==> src/rtl/stk_pkg.sv <==
package stk_pkg;

    typedef enum logic [3:0] {
        OP_PUSH_A = 4'd0,
        OP_PUSH_P = 4'd1,
        OP_PULL_A = 4'd2,
        OP_PULL_P = 4'd3,
        OP_CALL   = 4'd4,
        OP_RET    = 4'd5,
        OP_RTI    = 4'd6,
        OP_BRK    = 4'd7,
        OP_SETSP  = 4'd8,
        OP_NONE   = 4'd14,
        OP_BOOT   = 4'd15
    } op_e;

    typedef enum logic [3:0] {
        S_IDLE,
        S_WR_ONE,
        S_RD_ONE,
        S_WR_HI,
        S_WR_LO,
        S_WR_ST,
        S_RD_ST,
        S_RD_LO,
        S_RD_HI,
        S_VEC_LO,
        S_VEC_HI,
        S_FIN
    } state_e;

    localparam int FLAG_N = 7;
    localparam int FLAG_Z = 1;
    localparam int FLAG_I = 2;
    localparam logic [7:0] PUSH_FORCE = 8'h30;

    function automatic op_e decode_op(input logic [3:0] raw);
        if (raw <= 4'd8) begin
            return op_e'(raw);
        end
        return OP_NONE;
    endfunction

endpackage

==> src/rtl/stk_ptr.sv <==
module stk_ptr #(
    parameter int         DW      = 8,
    parameter logic [7:0] SP_INIT = 8'hFF
) (
    input  logic          clk,
    input  logic          rst_n,
    input  logic          inc,
    input  logic          dec,
    input  logic          load,
    input  logic [DW-1:0] load_val,
    output logic [DW-1:0] sp,
    output logic [DW-1:0] sp_up
);

    localparam logic [DW-1:0] ONE = DW'(1);

    assign sp_up = sp + ONE;

    always_ff @(posedge clk or negedge rst_n) begin
        if (!rst_n) begin
            sp <= SP_INIT[DW-1:0];
        end else if (load) begin
            sp <= load_val;
        end else if (inc) begin
            sp <= sp_up;
        end else if (dec) begin
            sp <= sp - ONE;
        end
    end


    dec_step_chk: assert property (@(posedge clk) disable iff (!rst_n)
        (dec && !load && !inc) |=> (sp == $past(sp) - ONE));


    inc_step_chk: assert property (@(posedge clk) disable iff (!rst_n)
        (inc && !load) |=> (sp == $past(sp) + ONE));

endmodule

==> src/rtl/stk_ctrl.sv <==
module stk_ctrl
    import stk_pkg::*;
(
    input  logic       clk,
    input  logic       rst_n,
    input  logic       start,
    input  logic [3:0] op_raw,
    output state_e     state,
    output op_e        op_q,
    output op_e        op_dec,
    output logic       accept,
    output logic       busy,
    output logic       done,
    output logic       mem_rd,
    output logic       mem_wr,
    output logic       stack_acc,
    output logic       sp_inc,
    output logic       sp_dec,
    output logic       sp_load
);

    state_e state_n;

    assign op_dec = decode_op(op_raw);
    assign accept = (state == S_IDLE) && start;

    always_ff @(posedge clk or negedge rst_n) begin
        if (!rst_n) begin
            state <= S_VEC_LO;
            op_q  <= OP_BOOT;
        end else begin
            state <= state_n;
            if (accept) begin
                op_q <= op_dec;
            end
        end
    end

    always_comb begin
        state_n = state;
        unique case (state)
            S_IDLE: begin
                if (start) begin
                    unique case (op_dec)
                        OP_PUSH_A, OP_PUSH_P: state_n = S_WR_ONE;
                        OP_PULL_A, OP_PULL_P: state_n = S_RD_ONE;
                        OP_CALL, OP_BRK:      state_n = S_WR_HI;
                        OP_RET:               state_n = S_RD_LO;
                        OP_RTI:               state_n = S_RD_ST;
                        default:              state_n = S_FIN;
                    endcase
                end
            end
            S_WR_ONE: state_n = S_FIN;
            S_RD_ONE: state_n = S_FIN;
            S_WR_HI:  state_n = S_WR_LO;
            S_WR_LO:  state_n = (op_q == OP_BRK) ? S_WR_ST : S_FIN;
            S_WR_ST:  state_n = S_VEC_LO;
            S_RD_ST:  state_n = S_RD_LO;
            S_RD_LO:  state_n = S_RD_HI;
            S_RD_HI:  state_n = S_FIN;
            S_VEC_LO: state_n = S_VEC_HI;
            S_VEC_HI: state_n = S_FIN;
            S_FIN:    state_n = S_IDLE;
            default:  state_n = S_IDLE;
        endcase
    end

    always_comb begin
        busy      = (state != S_IDLE);
        done      = 1'b0;
        mem_rd    = 1'b0;
        mem_wr    = 1'b0;
        stack_acc = 1'b0;
        sp_inc    = 1'b0;
        sp_dec    = 1'b0;
        sp_load   = accept && (op_dec == OP_SETSP);
        unique case (state)
            S_WR_ONE, S_WR_HI, S_WR_LO, S_WR_ST: begin
                mem_wr    = 1'b1;
                stack_acc = 1'b1;
                sp_dec    = 1'b1;
            end
            S_RD_ONE, S_RD_ST, S_RD_LO, S_RD_HI: begin
                mem_rd    = 1'b1;
                stack_acc = 1'b1;
                sp_inc    = 1'b1;
            end
            S_VEC_LO, S_VEC_HI: mem_rd = 1'b1;
            S_FIN:              done   = 1'b1;
            default: ;
        endcase
    end


    one_access_chk: assert property (@(posedge clk) disable iff (!rst_n)
        !(mem_rd && mem_wr));


    done_pulse_chk: assert property (@(posedge clk) disable iff (!rst_n)
        done |=> !done);


    busy_ignore_chk: assert property (@(posedge clk) disable iff (!rst_n)
        (busy && !done) |=> (op_q == $past(op_q)));

endmodule

==> src/rtl/stk_dpath.sv <==
module stk_dpath
    import stk_pkg::*;
#(
    parameter int          AW         = 16,
    parameter int          DW         = 8,
    parameter logic [7:0]  STACK_PAGE = 8'h01,
    parameter logic [15:0] RESET_VEC  = 16'hFFFC,
    parameter logic [15:0] BREAK_VEC  = 16'hFFFE
) (
    input  logic          clk,
    input  logic          rst_n,
    input  state_e        state,
    input  op_e           op_q,
    input  op_e           op_dec,
    input  logic          accept,
    input  logic          stack_acc,
    input  logic          mem_wr,
    input  logic [AW-1:0] pc_in,
    input  logic [AW-1:0] target_in,
    input  logic [DW-1:0] acc_in,
    input  logic [DW-1:0] status_in,
    input  logic [DW-1:0] mem_rdata,
    input  logic [DW-1:0] sp,
    input  logic [DW-1:0] sp_up,
    output logic [AW-1:0] mem_addr,
    output logic [DW-1:0] mem_wdata,
    output logic          pc_load,
    output logic [AW-1:0] pc_out,
    output logic          acc_load,
    output logic [DW-1:0] acc_out,
    output logic          status_load,
    output logic [DW-1:0] status_out
);

    localparam logic [AW-1:0] ONE_W = AW'(1);
    localparam int            HB    = AW - DW;

    logic [AW-1:0] word_q;
    logic [AW-1:0] tgt_q;
    logic [DW-1:0] byte_q;
    logic [DW-1:0] st_q;
    logic [AW-1:0] vec_base;

    assign vec_base = (op_q == OP_BOOT) ? RESET_VEC : BREAK_VEC;

    always_ff @(posedge clk or negedge rst_n) begin
        if (!rst_n) begin
            word_q <= '0;
            tgt_q  <= '0;
            byte_q <= '0;
            st_q   <= '0;
        end else if (accept) begin
            word_q <= (op_dec == OP_CALL) ? (pc_in - ONE_W) : (pc_in + ONE_W);
            tgt_q  <= target_in;
            byte_q <= (op_dec == OP_PUSH_A) ? acc_in : (status_in | PUSH_FORCE);
            st_q   <= status_in;
        end else begin
            unique case (state)
                S_RD_ONE:           byte_q               <= mem_rdata;
                S_RD_ST:            st_q                 <= mem_rdata;
                S_RD_LO, S_VEC_LO:  word_q[DW-1:0]       <= mem_rdata;
                S_RD_HI, S_VEC_HI:  word_q[AW-1:AW-HB]   <= mem_rdata[HB-1:0];
                default: ;
            endcase
        end
    end

    always_comb begin
        mem_addr  = '0;
        mem_wdata = '0;
        unique case (state)
            S_WR_ONE: begin
                mem_addr  = {STACK_PAGE, sp};
                mem_wdata = byte_q;
            end
            S_WR_HI: begin
                mem_addr  = {STACK_PAGE, sp};
                mem_wdata = word_q[AW-1:AW-DW];
            end
            S_WR_LO: begin
                mem_addr  = {STACK_PAGE, sp};
                mem_wdata = word_q[DW-1:0];
            end
            S_WR_ST: begin
                mem_addr  = {STACK_PAGE, sp};
                mem_wdata = st_q | PUSH_FORCE;
            end
            S_RD_ONE, S_RD_ST, S_RD_LO, S_RD_HI: mem_addr = {STACK_PAGE, sp_up};
            S_VEC_LO: mem_addr = vec_base;
            S_VEC_HI: mem_addr = vec_base + ONE_W;
            default: ;
        endcase
    end

    always_comb begin
        pc_load     = 1'b0;
        pc_out      = word_q;
        acc_load    = 1'b0;
        acc_out     = byte_q;
        status_load = 1'b0;
        status_out  = st_q;
        if (state == S_FIN) begin
            unique case (op_q)
                OP_BOOT, OP_RTI: begin
                    pc_load = 1'b1;
                    status_load = (op_q == OP_RTI);
                end
                OP_CALL: begin
                    pc_load = 1'b1;
                    pc_out  = tgt_q;
                end
                OP_RET: begin
                    pc_load = 1'b1;
                    pc_out  = word_q + ONE_W;
                end
                OP_BRK: begin
                    pc_load     = 1'b1;
                    status_load = 1'b1;
                    status_out[FLAG_I] = 1'b1;
                end
                OP_PULL_A: begin
                    acc_load    = 1'b1;
                    status_load = 1'b1;
                    status_out[FLAG_N] = byte_q[DW-1];
                    status_out[FLAG_Z] = (byte_q == '0);
                end
                OP_PULL_P: begin
                    status_load = 1'b1;
                    status_out  = byte_q;
                end
                default: ;
            endcase
        end
    end


    page_chk: assert property (@(posedge clk) disable iff (!rst_n)
        stack_acc |-> (mem_addr[AW-1:DW] == STACK_PAGE));


    forced_bits_chk: assert property (@(posedge clk) disable iff (!rst_n)
        (mem_wr && (state == S_WR_ST || (state == S_WR_ONE && op_q == OP_PUSH_P)))
            |-> (mem_wdata[5:4] == 2'b11));


    pull_flags_chk: assert property (@(posedge clk) disable iff (!rst_n)
        acc_load |-> (status_load && status_out[FLAG_Z] == (acc_out == '0)
                      && status_out[FLAG_N] == acc_out[DW-1]));

endmodule

==> src/rtl/stk_seq.sv <==
module stk_seq
    import stk_pkg::*;
#(
    parameter int          AW         = 16,
    parameter int          DW         = 8,
    parameter logic [7:0]  STACK_PAGE = 8'h01,
    parameter logic [7:0]  SP_INIT    = 8'hFF,
    parameter logic [15:0] RESET_VEC  = 16'hFFFC,
    parameter logic [15:0] BREAK_VEC  = 16'hFFFE
) (
    input  logic          clk,
    input  logic          rst_n,
    input  logic          start,
    input  logic [3:0]    op,
    input  logic [AW-1:0] pc_in,
    input  logic [AW-1:0] target_in,
    input  logic [DW-1:0] acc_in,
    input  logic [DW-1:0] status_in,
    input  logic [DW-1:0] sp_in,
    input  logic [DW-1:0] mem_rdata,
    output logic [AW-1:0] mem_addr,
    output logic [DW-1:0] mem_wdata,
    output logic          mem_rd,
    output logic          mem_wr,
    output logic          busy,
    output logic          done,
    output logic          pc_load,
    output logic [AW-1:0] pc_out,
    output logic          acc_load,
    output logic [DW-1:0] acc_out,
    output logic          status_load,
    output logic [DW-1:0] status_out,
    output logic [DW-1:0] sp_out
);

    state_e        state;
    op_e           op_q;
    op_e           op_dec;
    logic          accept;
    logic          stack_acc;
    logic          sp_inc;
    logic          sp_dec;
    logic          sp_load;
    logic [DW-1:0] sp_up;

    stk_ctrl u_ctrl (
        .clk       (clk),
        .rst_n     (rst_n),
        .start     (start),
        .op_raw    (op),
        .state     (state),
        .op_q      (op_q),
        .op_dec    (op_dec),
        .accept    (accept),
        .busy      (busy),
        .done      (done),
        .mem_rd    (mem_rd),
        .mem_wr    (mem_wr),
        .stack_acc (stack_acc),
        .sp_inc    (sp_inc),
        .sp_dec    (sp_dec),
        .sp_load   (sp_load)
    );

    stk_ptr #(
        .DW      (DW),
        .SP_INIT (SP_INIT)
    ) u_ptr (
        .clk      (clk),
        .rst_n    (rst_n),
        .inc      (sp_inc),
        .dec      (sp_dec),
        .load     (sp_load),
        .load_val (sp_in),
        .sp       (sp_out),
        .sp_up    (sp_up)
    );

    stk_dpath #(
        .AW         (AW),
        .DW         (DW),
        .STACK_PAGE (STACK_PAGE),
        .RESET_VEC  (RESET_VEC),
        .BREAK_VEC  (BREAK_VEC)
    ) u_dpath (
        .clk         (clk),
        .rst_n       (rst_n),
        .state       (state),
        .op_q        (op_q),
        .op_dec      (op_dec),
        .accept      (accept),
        .stack_acc   (stack_acc),
        .mem_wr      (mem_wr),
        .pc_in       (pc_in),
        .target_in   (target_in),
        .acc_in      (acc_in),
        .status_in   (status_in),
        .mem_rdata   (mem_rdata),
        .sp          (sp_out),
        .sp_up       (sp_up),
        .mem_addr    (mem_addr),
        .mem_wdata   (mem_wdata),
        .pc_load     (pc_load),
        .pc_out      (pc_out),
        .acc_load    (acc_load),
        .acc_out     (acc_out),
        .status_load (status_load),
        .status_out  (status_out)
    );


    reset_fetch_chk: assert property (@(posedge clk) disable iff (!rst_n)
        (pc_load && op_q == OP_BOOT) |-> $past(mem_rd) && $past(mem_addr) == RESET_VEC + 16'd1);


    setsp_quiet_chk: assert property (@(posedge clk) disable iff (!rst_n)
        sp_load |=> (sp_out == $past(sp_in)) && !status_load && !acc_load && !pc_load);

endmodule

==> config.mk <==
export PLATFORM = sky130hd
export DESIGN_NAME = stk_seq
export DESIGN_NICKNAME = d
export VERILOG_FILES = /design/src/rtl/stk_pkg.sv /design/src/rtl/stk_ptr.sv /design/src/rtl/stk_ctrl.sv /design/src/rtl/stk_dpath.sv /design/src/rtl/stk_seq.sv
export SDC_FILE = /design/constraint.sdc
export NUM_CORES = 1
export LEC_CHECK = 0
export BUFFER_PORTS_ARGS = -buffer_cell sky130_fd_sc_hd__buf_2
export CAP_MARGIN = 30
export CORE_MARGIN = 1.5
export CORE_UTILIZATION = 50
export DETAILED_ROUTE_END_ITERATION = 6
export PLACE_DENSITY = 0.76
export SLEW_MARGIN = 20
export SYNTH_ARGS = -nofsm -noshare
export SYNTH_HDL_FRONTEND = slang
export SYNTH_SLANG_ARGS = --single-unit
export TNS_END_PERCENT = 100
==> constraint.sdc <==
create_clock -name clk -period 2.5 [get_ports clk]
set_input_delay 0.375 -clock clk [delete_from_list [all_inputs] [get_ports clk]]
set_output_delay 0.375 -clock clk [all_outputs]
set_load 0.01 [all_outputs]
==> flow_summary_export.csv, run 1 <==
group,metric,value,unit
synth,ys_warn_count,0,
drt,via_per_inst,5.99,
sta,period_needed,2.63,ns
synth,yosysTopAreaCell,"dfrtp_1",
synth,yosys.area.top_type_share,24.2,%
cts,clk-insertion-delay-late,0.36,ns
min_path,hp-class,"primary input to async pin",
final_layout,drive_gt1_share,36.0,%
synth,synth_flop_cell,"dfrtp_1",
power_and_ir_drop,switching_share,46.4,%
power_and_ir_drop,p_clk_share,12.0,%
cts,path_clk_slew,0.08,ns
grt,grt_pass1_wl,26.7,mm
drt,drc,0,
final_layout,final_common_cell,"buf_2",
outcome,status,"finished, violations left",
placed_design,dp_hpwl,12.0,mm
grt,globalRouteTotalUtil,30.4,%
floorplan,start_util,52.1,%
final_layout,n_fill_cell,806,
synth,ys_async_sr_fraction,100,%
cts,cts_tree,"built",
placed_design,gp_congestion,0.978,
synth,syn-num-nets,735,
grt,grt_max_degree,52,
cts,root_buffer,"clkbuf_8",
cts,cts_buffer_depth,2,
grt,first_global_vias,5228,
grt,antenna_found_initial,0,
synth,syn-cell-area,5160,µm²
sta,hold_violations,0,
cts,cts_max_level,3,
power_and_ir_drop,p_int,4.61,mW
power_and_ir_drop,power.leakage,3.04,nW
power_and_ir_drop,pwr-share-comb,61.4,%
outcome,violations,"negative setup slack",
drt,drtIter0Drc,464,
final_layout,final_util,68.7,%
floorplan,die_area,10900,µm²
critical_path,start_kind,"primary input",
critical_path,crit_fanout,5,
final_layout,antenna_cells,0,
final_layout,syn2layout_area_growth,31.8,%
drt,first_pass_iters,7,
power_and_ir_drop,p_sw,3.99,mW
sta,finalSetupViolations,8,
synth,synthTopCellsByArea,"dfrtp_1 (24%), nand2_1 (8.7%), dfstp_2 (7.1%)",
sta,rsz0062_at_grt,"yes",
critical_path,required,2.73,ns
sta,finalCritPeriodShare,105,%
power_and_ir_drop,peakVddDrop,0.000745,V
job,drv_cap,0,
power_and_ir_drop,power_frac_seq,26.6,%
floorplan,num_rows,36,
synth,synthCells,658,
synth,synthDistinctLibCells,74,
synth,synth-seq-area-share,31.4,%
sta,tightest_slew,0.797,ns
drt,route.detailed.wl_per_inst,18.0,µm
grt,grt_overflow,0,
floorplan,die_w,105,µm
floorplan,ioPinCount,142,
cts,cts_inserted_buffers,9,
synth,synth-edff-count,0,
synth,synth-seq-cells,64,
sta,max_freq,380,MHz
drt,antenna_left,0,
final_layout,final_cell_mix,"buf_2 (136), nand2_1 (118), buf_4 (52), dfrtp_1 (48), a21oi_1 (47)",
sta,slew_viol_final,0,
floorplan,die_h,105,µm
critical_path,crit_type,"primary input to register",
sta,finClkSkew,0.00871,ns
floorplan,core,9910,µm²
placed_design,placed_cell_area,6090,µm²
power_and_ir_drop,power.density,1260,nW/µm²
critical_path,rrSetupSlack,0.30,ns
synth,syn_area_per_cell,7.85,µm²
cts,cts_sinks,64,
sta,slew_headroom,46.9,%
final_layout,final_area,6800,µm²
drt,wl,17.2,mm
drt,vias,5730,
critical_path,arrival,2.86,ns
critical_path,end_kind,"register",
sta,layout_setup_ws,-0.131,ns
placed_design,io_buffer_count,141,
final_layout,layout.nets,897,
## worst max-delay path, cell delays in order
cell and delay, ns:
buf_6 0.09, or2_4 0.25, a21oi_4 0.20, ha_4 0.18, nand3b_1 0.22, xnor2_2 0.22, ha_2 0.21, nor4_4 0.41
a21oi_2 0.10, a31oi_2 0.22, mux2i_1 0.26, o22ai_1 0.12
## metrics by stage
stage | power [mW] | setup TNS, ns | setup slack (ns) | std cells | hold WS [ns]
floorplan | 5.28 | -1.23 | -0.312 | 658 | 0.0794
global placement | 6.71 | -1.34 | -0.338 | 911 | 0.466
detailed placement | 6.83 | -2.09 | -0.535 | 911 | 0.464
CTS | 8.12 | -0.408 | -0.0864 | 934 | 0.102
global route | 9.21 | -2.02 | -0.231 | 957 | 0.129
finish | 8.61 | -0.356 | -0.131 | 957 | 0.0872
## what timing repair did
| action | in CTS | in global routing |
|---|---|---|
| pin swaps | 8 | 15 |
| hold buffers | 0 | 0 |
| cloned | 0 | 2 |
| gates resized for setup | 21 | 47 |
| setup endpoints to repair | 27 | 40 |
| buffers inserted | 8 | 20 |
## registers in the layout (all words and copies together) (netlist names)
name and count:
u_ctrl.state 4, u_dpath.st_q 8, u_dpath.acc_out 8, u_ptr.sp 8
u_dpath.word_q 16, u_dpath.tgt_q 16, u_ctrl.op_q 4
## cells by family (layout without fill, tap and decap cells)
family | Yosys count | after routing | share of synthesized area [%]
compound gates | 187 | 187 | 22.8
fa+ha+maj | 6 | 6 | 1.45
xor+xnor | 21 | 21 | 3.56
buf+inv | 69 | 235 | 6.18
flops | 64 | 64 | 31.4
simple gates | 268 | 268 | 26.1
mux | 43 | 43 | 8.58
## metal layers
layer | track usage, % | part of all wire [%]
met5 | 0 | 0
met4 | 13.1 | 3.3
met3 | 4.30 | 8.1
met2 | 48.8 | 47
met1 | 40.9 | 41
## cell type report
cell class	count	area [µm²]	share of cell area (%)
Tap cell	133	166	2.45
Clock buffer	12	155	2.28
Clock inverter	3	65.1	0.956
Timing Repair Buffer	206	1310	19.2
Inverter	14	55.1	0.809
Sequential cell	64	1620	23.8
Multi-Input combinational cell	525	3430	50.4
## cells in the mapped netlist (4+ instances only)
cell / count
nor2b_1: 4
dfstp_2: 14
a21oi_1: 51
nand3b_1: 4
nor4_1: 5
o221a_2: 5
o22ai_1: 18
o21ai_0: 55
clkbuf_1: 26
nor3_1: 15
dfrtp_1: 50
o21ai_1: 4
nor2_1: 45
mux2i_1: 33
or4_1: 5
nand2b_1: 6
xnor2_1: 11
buf_2: 18
ha_1: 6
o31ai_1: 6
a31oi_1: 4
inv_1: 13
mux2_2: 9
nand2_1: 119
and3_1: 8
nand3_1: 17
nand4_1: 11
xor2_1: 10
buf_4: 8
a22oi_1: 12
## final timing paths
check,cells after the start,startpoint,to
setup / recovery,12,op[2],u_dpath.word_q[12]
hold / removal,1,rst_n,u_dpath.acc_out[5]
setup reg to reg,8,u_ctrl.state[1],u_ptr.sp[3]
hold reg to reg,2,u_dpath.tgt_q[9],u_dpath.tgt_q[9]
max in group asynchronous,2,rst_n,u_dpath.word_q[1]
min in group clk,3,target_in[6],u_dpath.tgt_q[6]
## power by group through the flow
stage / registers [mW] / clock network (mW) / logic [mW]
after floorplan: 2.05 / 0 / 3.23
after global placement: 2.23 / 0 / 4.47
after detailed placement: 2.26 / 0 / 4.57
after CTS: 2.26 / 1.04 / 4.82
after global routing: 2.36 / 1.09 / 5.76
final: 2.28 / 1.03 / 5.29
Note: power is estimated with default switching activity, not from simulation.
==> run 2, diff against run 1 <==
--- a/config.mk
+++ b/config.mk
@@ -10,9 +10,9 @@
 export CORE_MARGIN = 1.5
 export CORE_UTILIZATION = 50
 export DETAILED_ROUTE_END_ITERATION = 6
-export PLACE_DENSITY = 0.76
+export PLACE_DENSITY = 0.77
 export SLEW_MARGIN = 20
 export SYNTH_ARGS = -nofsm -noshare
 export SYNTH_HDL_FRONTEND = slang
 export SYNTH_SLANG_ARGS = --single-unit
-export TNS_END_PERCENT = 100
+export TNS_END_PERCENT = 5
==> flow_summary_export.csv, run 2 (synthesis results as in run 1) <==
group,metric,value,unit
sta,finalCritPeriodShare,103,%
critical_path,max_stage_delay,0.59,ns
final_layout,drive_gt1_share,33.4,%
critical_path,start_kind,"register",
power_and_ir_drop,peakVddDrop,0.000668,V
cts,cts_sinks,64,
drt,drc,0,
sta,rsz0062_at_grt,"yes",
floorplan,start_util,52.1,%
drt,antenna_left,0,
critical_path,required,2.12,ns
final_layout,top_regs,"u_dpath.tgt_q (16), u_dpath.word_q (16)",
final_layout,antenna_cells,0,
sta,slew_viol_final,0,
drt,via_per_inst,6.03,
critical_path,crit_chain,"buf_12 -> nand3b_1 -> o221ai_4 -> a21oi_1 -> nand2b_1 -> o311ai_1 -> buf_2",
floorplan,die_h,105,µm
critical_path,crit_family,"flip-flops",
drt,route.detailed.wl_per_inst,17.7,µm
final_layout,final_common_cell,"buf_2",
sta,setup_tns,-0.384,ns
power_and_ir_drop,total_power,8.19,mW
cts,cts_tree,"built",
cts,cts_inserted_buffers,9,
power_and_ir_drop,power.leakage,2.89,nW
sta,slew_headroom,37.8,%
grt,grt_pass1_wl,26.7,mm
floorplan,die_area,10900,µm²
final_layout,n_fill_cell,858,
critical_path,crit_type,"register to output pin",
grt,grt_max_degree,65,
sta,finClkSkew,0.00679,ns
sta,hold_violations,0,
floorplan,num_rows,36,
cts,root_buffer,"clkbuf_8",
placed_design,io_buffer_count,141,
outcome,status,"finished, violations left",
floorplan,die_w,105,µm
sta,finalSetupViolations,9,
critical_path,end_kind,"output pin",
final_layout,syn2layout_area_growth,26.3,%
cts,path_clk_slew,0.07,ns
sta,max_freq,390,MHz
floorplan,core,9910,µm²
grt,first_global_vias,5245,
grt,globalRouteTotalUtil,30.6,%
critical_path,arrival,2.19,ns
drt,first_pass_iters,5,
power_and_ir_drop,power.density,1260,nW/µm²
drt,wl,16.6,mm
job,drv_cap,0,
outcome,violations,"negative setup slack",
placed_design,gp_congestion,0.907,
min_path,hp-class,"primary input to async pin",
grt,grt_overflow,0,
grt,antenna_found_initial,0,
cts,clk-insertion-delay-late,0.35,ns
sta,tightest_slew,0.927,ns
final_layout,final_cell_mix,"buf_2 (140), nand2_1 (119), o21ai_0 (52), a21oi_1 (49), dfrtp_1 (47)",
critical_path,crit_fanout,28,
placed_design,dp_hpwl,12.2,mm
cts,cts_buffer_depth,2,
critical_path,slowest_stage,"dfstp_2",
final_layout,layout.nets,876,
drt,vias,5647,
cts,cts_max_level,3,
critical_path,cp_num_buf_inv,2,
sta,period_needed,2.57,ns
floorplan,ioPinCount,142,
sta,layout_setup_ws,-0.0653,ns
drt,drtIter0Drc,478,
## run 2: changes by cell type in the layout (fill, tap and decap cells not counted), sizes merged
cell,previous run,this run
buf,205,184
bufinv,2,0
clkinvlp,0,1
o221a,6,7
## run 2: stage by stage
| step | utilization (%) | worst slack, ns | cell area, µm² | hold WS, ns | std cells |
|---|---|---|---|---|---|
| global placement | 61.6 | -0.229 | 6100 | 0.420 | 912 |
| detailed placement | 61.6 | -0.322 | 6100 | 0.423 | 912 |
| CTS | 64.2 | -0.0873 | 6360 | 0.0447 | 927 |
| finish | 65.8 | -0.0653 | 6520 | 0.0459 | 936 |
| global route | 65.8 | -0.157 | 6520 | 0.0655 | 936 |
| floorplan | - | -0.316 | 5210 | 0.0794 | 658 |
## run 2: layer usage
layer / up-vias / routed length, µm / track usage (%) / part of all wire, %
met3: 28 / 1350 / 5.12 / 8.1
met2: 282 / 7830 / 48.9 / 47
met4: 0 / 321 / 10.9 / 1.9
met5: - / 0 / 0 / 0
met1: 2665 / 7080 / 41.8 / 43
li1: 2672 / - / - / -
## run 2: cell type report
type | instances | area (µm²) | area share [%]
Tap cell | 133 | 166 | 2.55
Timing Repair Buffer | 184 | 1110 | 17.0
Clock inverter | 2 | 12.5 | 0.192
Clock buffer | 13 | 179 | 2.74
Inverter | 14 | 52.6 | 0.806
Multi-Input combinational cell | 526 | 3380 | 51.8
Sequential cell | 64 | 1620 | 24.9
## run 2: final timing paths
kind | start | endpoint | slack [ns] | depth (start not counted)
setup / recovery | u_ctrl.state[3] | mem_addr[3] | -0.07 | 7
hold / removal | rst_n | u_dpath.tgt_q[1] | 0.05 | 2
setup reg to reg | u_ctrl.state[3] | u_dpath.word_q[0] | 0.37 | 5
hold reg to reg | u_dpath.tgt_q[8] | u_dpath.tgt_q[8] | 0.49 | 2
max in group asynchronous | rst_n | u_ctrl.op_q[3] | 2.15 | 2
min in group clk | target_in[10] | u_dpath.tgt_q[10] | 0.21 | 3
## run 2: what timing repair did
item	4_1_cts	5_1_grt
setup endpoints to repair	25	37
pin swaps	0	7
hold endpoints to repair	0	0
hold buffers	0	0
buffers inserted	0	8
resized for setup	14	22
cloned	0	1
## run 2: where the power goes
group / switching (mW) / internal [mW]
Combinational: 2.78 / 2.19
Sequential: 0.701 / 1.63
Clock: 0.419 / 0.462
Total: 3.90 / 4.28
==> run 3, diff against run 2 <==
--- a/config.mk
+++ b/config.mk
@@ -7,12 +7,14 @@
 export LEC_CHECK = 0
 export BUFFER_PORTS_ARGS = -buffer_cell sky130_fd_sc_hd__buf_2
 export CAP_MARGIN = 30
+export CORE_ASPECT_RATIO = 2
 export CORE_MARGIN = 1.5
 export CORE_UTILIZATION = 50
 export DETAILED_ROUTE_END_ITERATION = 6
-export PLACE_DENSITY = 0.77
+export PLACE_DENSITY = 0.76
 export SLEW_MARGIN = 20
 export SYNTH_ARGS = -nofsm -noshare
 export SYNTH_HDL_FRONTEND = slang
+export SYNTH_HIERARCHICAL = 1
 export SYNTH_SLANG_ARGS = --single-unit
 export TNS_END_PERCENT = 5
==> flow_summary_export.csv, run 3 <==
group,metric,value,unit
sta,tightest_slew,0.853,ns
placed_design,gp_congestion,0.938,
synth,syn-cell-area,5450,µm²
outcome,status,"finished, violations left",
cts,root_buffer,"clkbuf_16",
grt,grt_max_degree,50,
job,drv_cap,0,
drt,drc,1,
critical_path,regToRegStartpoint,"u_ctrl/state[3]",
floorplan,core,10500,µm²
cts,hold_buffers,0,
power_and_ir_drop,power.density,1350,nW/µm²
sta,finalSetupViolations,32,
drt,via_per_inst,6.39,
placed_design,dp_hpwl,14.5,mm
power_and_ir_drop,peakVddDrop,0.000722,V
cts,cts_buffer_depth,2,
critical_path,start_kind,"primary input",
final_layout,final_util,67.5,%
sta,rsz0062_at_grt,"yes",
sta,finalCritPeriodShare,114,%
final_layout,final_common_cell,"buf_2",
drt,wl,19.5,mm
drt,antenna_left,0,
final_layout,final_cells,964,
sta,slew_headroom,42.8,%
sta,hold_slack,0.118,ns
critical_path,worstSetupEndpoint,"u_dpath/word_q[6]",
sta,setup_tns,-3.28,ns
grt,globalRouteTotalUtil,34.1,%
synth,syn-num-nets,749,
critical_path,startpoint,"op[0]",
cts,clk-insertion-delay-late,0.34,ns
sta,hold_violations,0,
floorplan,die_h,151,µm
cts,cts_inserted_buffers,9,
grt,first_global_vias,6041,
placed_design,placed_cell_area,6550,µm²
critical_path,regToRegEndpoint,"u_ptr/sp[2]",
drt,route.detailed.wl_per_inst,20.3,µm
placed_design,io_buffer_count,141,
sta,layout_setup_ws,-0.343,ns
grt,grt_pass1_wl,30.6,mm
cts,cts_sinks,64,
power_and_ir_drop,power.leakage,3.12,nW
outcome,violations,"design-rule violations, negative setup slack",
critical_path,end_kind,"register",
critical_path,crit_type,"primary input to register",
final_layout,n_fill_cell,851,
grt,grt_overflow,0,
floorplan,die_w,76.9,µm
floorplan,start_util,51.7,%
final_layout,top_regs,"u_dpath/tgt_q (16), u_dpath/word_q (16)",
drt,drtIter0Drc,536,
critical_path,rrSetupSlack,0.28,ns
drt,vias,6162,
final_layout,final_area,7120,µm²
placed_design,place_inst,946,
cts,cts_max_level,3,
floorplan,die_area,11600,µm²
floorplan,num_rows,53,
sta,finClkSkew,0.00492,ns
sta,max_freq,352,MHz
final_layout,antenna_cells,0,
synth,synthCells,672,
drt,first_pass_iters,7,
min_path,hp-class,"primary input to async pin",
final_layout,syn2layout_area_growth,30.5,%
floorplan,ioPinCount,142,
sta,period_needed,2.84,ns
placed_design,post-place-ws,-0.725,ns
synth,ys_warn_count,6,
final_layout,layout.nets,899,
synth,syn_area_per_cell,8.12,µm²
cts,path_clk_slew,0.06,ns
grt,antenna_found_initial,0,
critical_path,crit_fanout,3,
sta,slew_viol_final,0,
final_layout,drive_gt1_share,38.0,%
critical_path,required,2.72,ns
final_layout,final_cell_mix,"buf_2 (134), nand2_1 (67), buf_4 (50), dfrtp_1 (50)",
critical_path,reg2regPathDepth,9,
critical_path,arrival,3.06,ns
power_and_ir_drop,total_power,9.58,mW
cts,cts_tree,"built",
-- run 3: area by class of cell --
cell class	instances	area (µm²)	area share (%)
flip-flops and latches	64	1620	22.8
well taps	137	171	2.41
multi-input cells	529	3660	51.5
inverters	17	63.8	0.897
clock buffers	10	239	3.36
clock inverters	6	67.6	0.950
repair buffers	201	1290	18.1
-- run 3: worst min path at each step --
| stage | startpoint | end | slack [ns] | depth (start not counted) |
|---|---|---|---|---|
| 5_1_grt | rst_n | u_dpath/st_q[6] | 0.15 | 1 |
| 2_1_floorplan | rst_n | u_ctrl/state[1] | 0.08 | 0 |
| 4_1_cts | rst_n | u_ctrl/state[2] | 0.12 | 1 |
| 3_5_place_dp | rst_n | u_ctrl/state[2] | 0.48 | 1 |
| 6_report | rst_n | u_ctrl/state[2] | 0.12 | 1 |
| 3_3_place_gp | rst_n | u_ctrl/state[2] | 0.48 | 1 |
-- run 3: report_power, final --
group          switching [mW]  internal [mW]
Combinational            3.25           2.62
Sequential              0.757           1.65
Clock                   0.496          0.802
Total                    4.50           5.07
-- run 3: routing by layer --
metal | part of all wire, % | GRT usage (%)
met5 | 0 | 0
met4 | 7.5 | 25.4
met3 | 4.8 | 5.58
met2 | 54 | 64.0
met1 | 34 | 32.8
-- run 3: worst max-delay path: stages --
cell and delay [ns]:
buf_6 0.09, o21a_1 0.19, nor2_2 0.13, inv_2 0.05, or4b_4 0.56, xnor2_2 0.16, ha_2 0.19, or4_4 0.45
or4_4 0.43, o21ai_2 0.07, xor2_1 0.07, a221o_1 0.29
-- run 3: repair_timing --
| action | CTS | global route |
|---|---|---|
| buffers inserted | 2 | 1 |
| pin swaps | 7 | 12 |
| setup endpoints to repair | 32 | 44 |
| gates resized for setup | 32 | 29 |
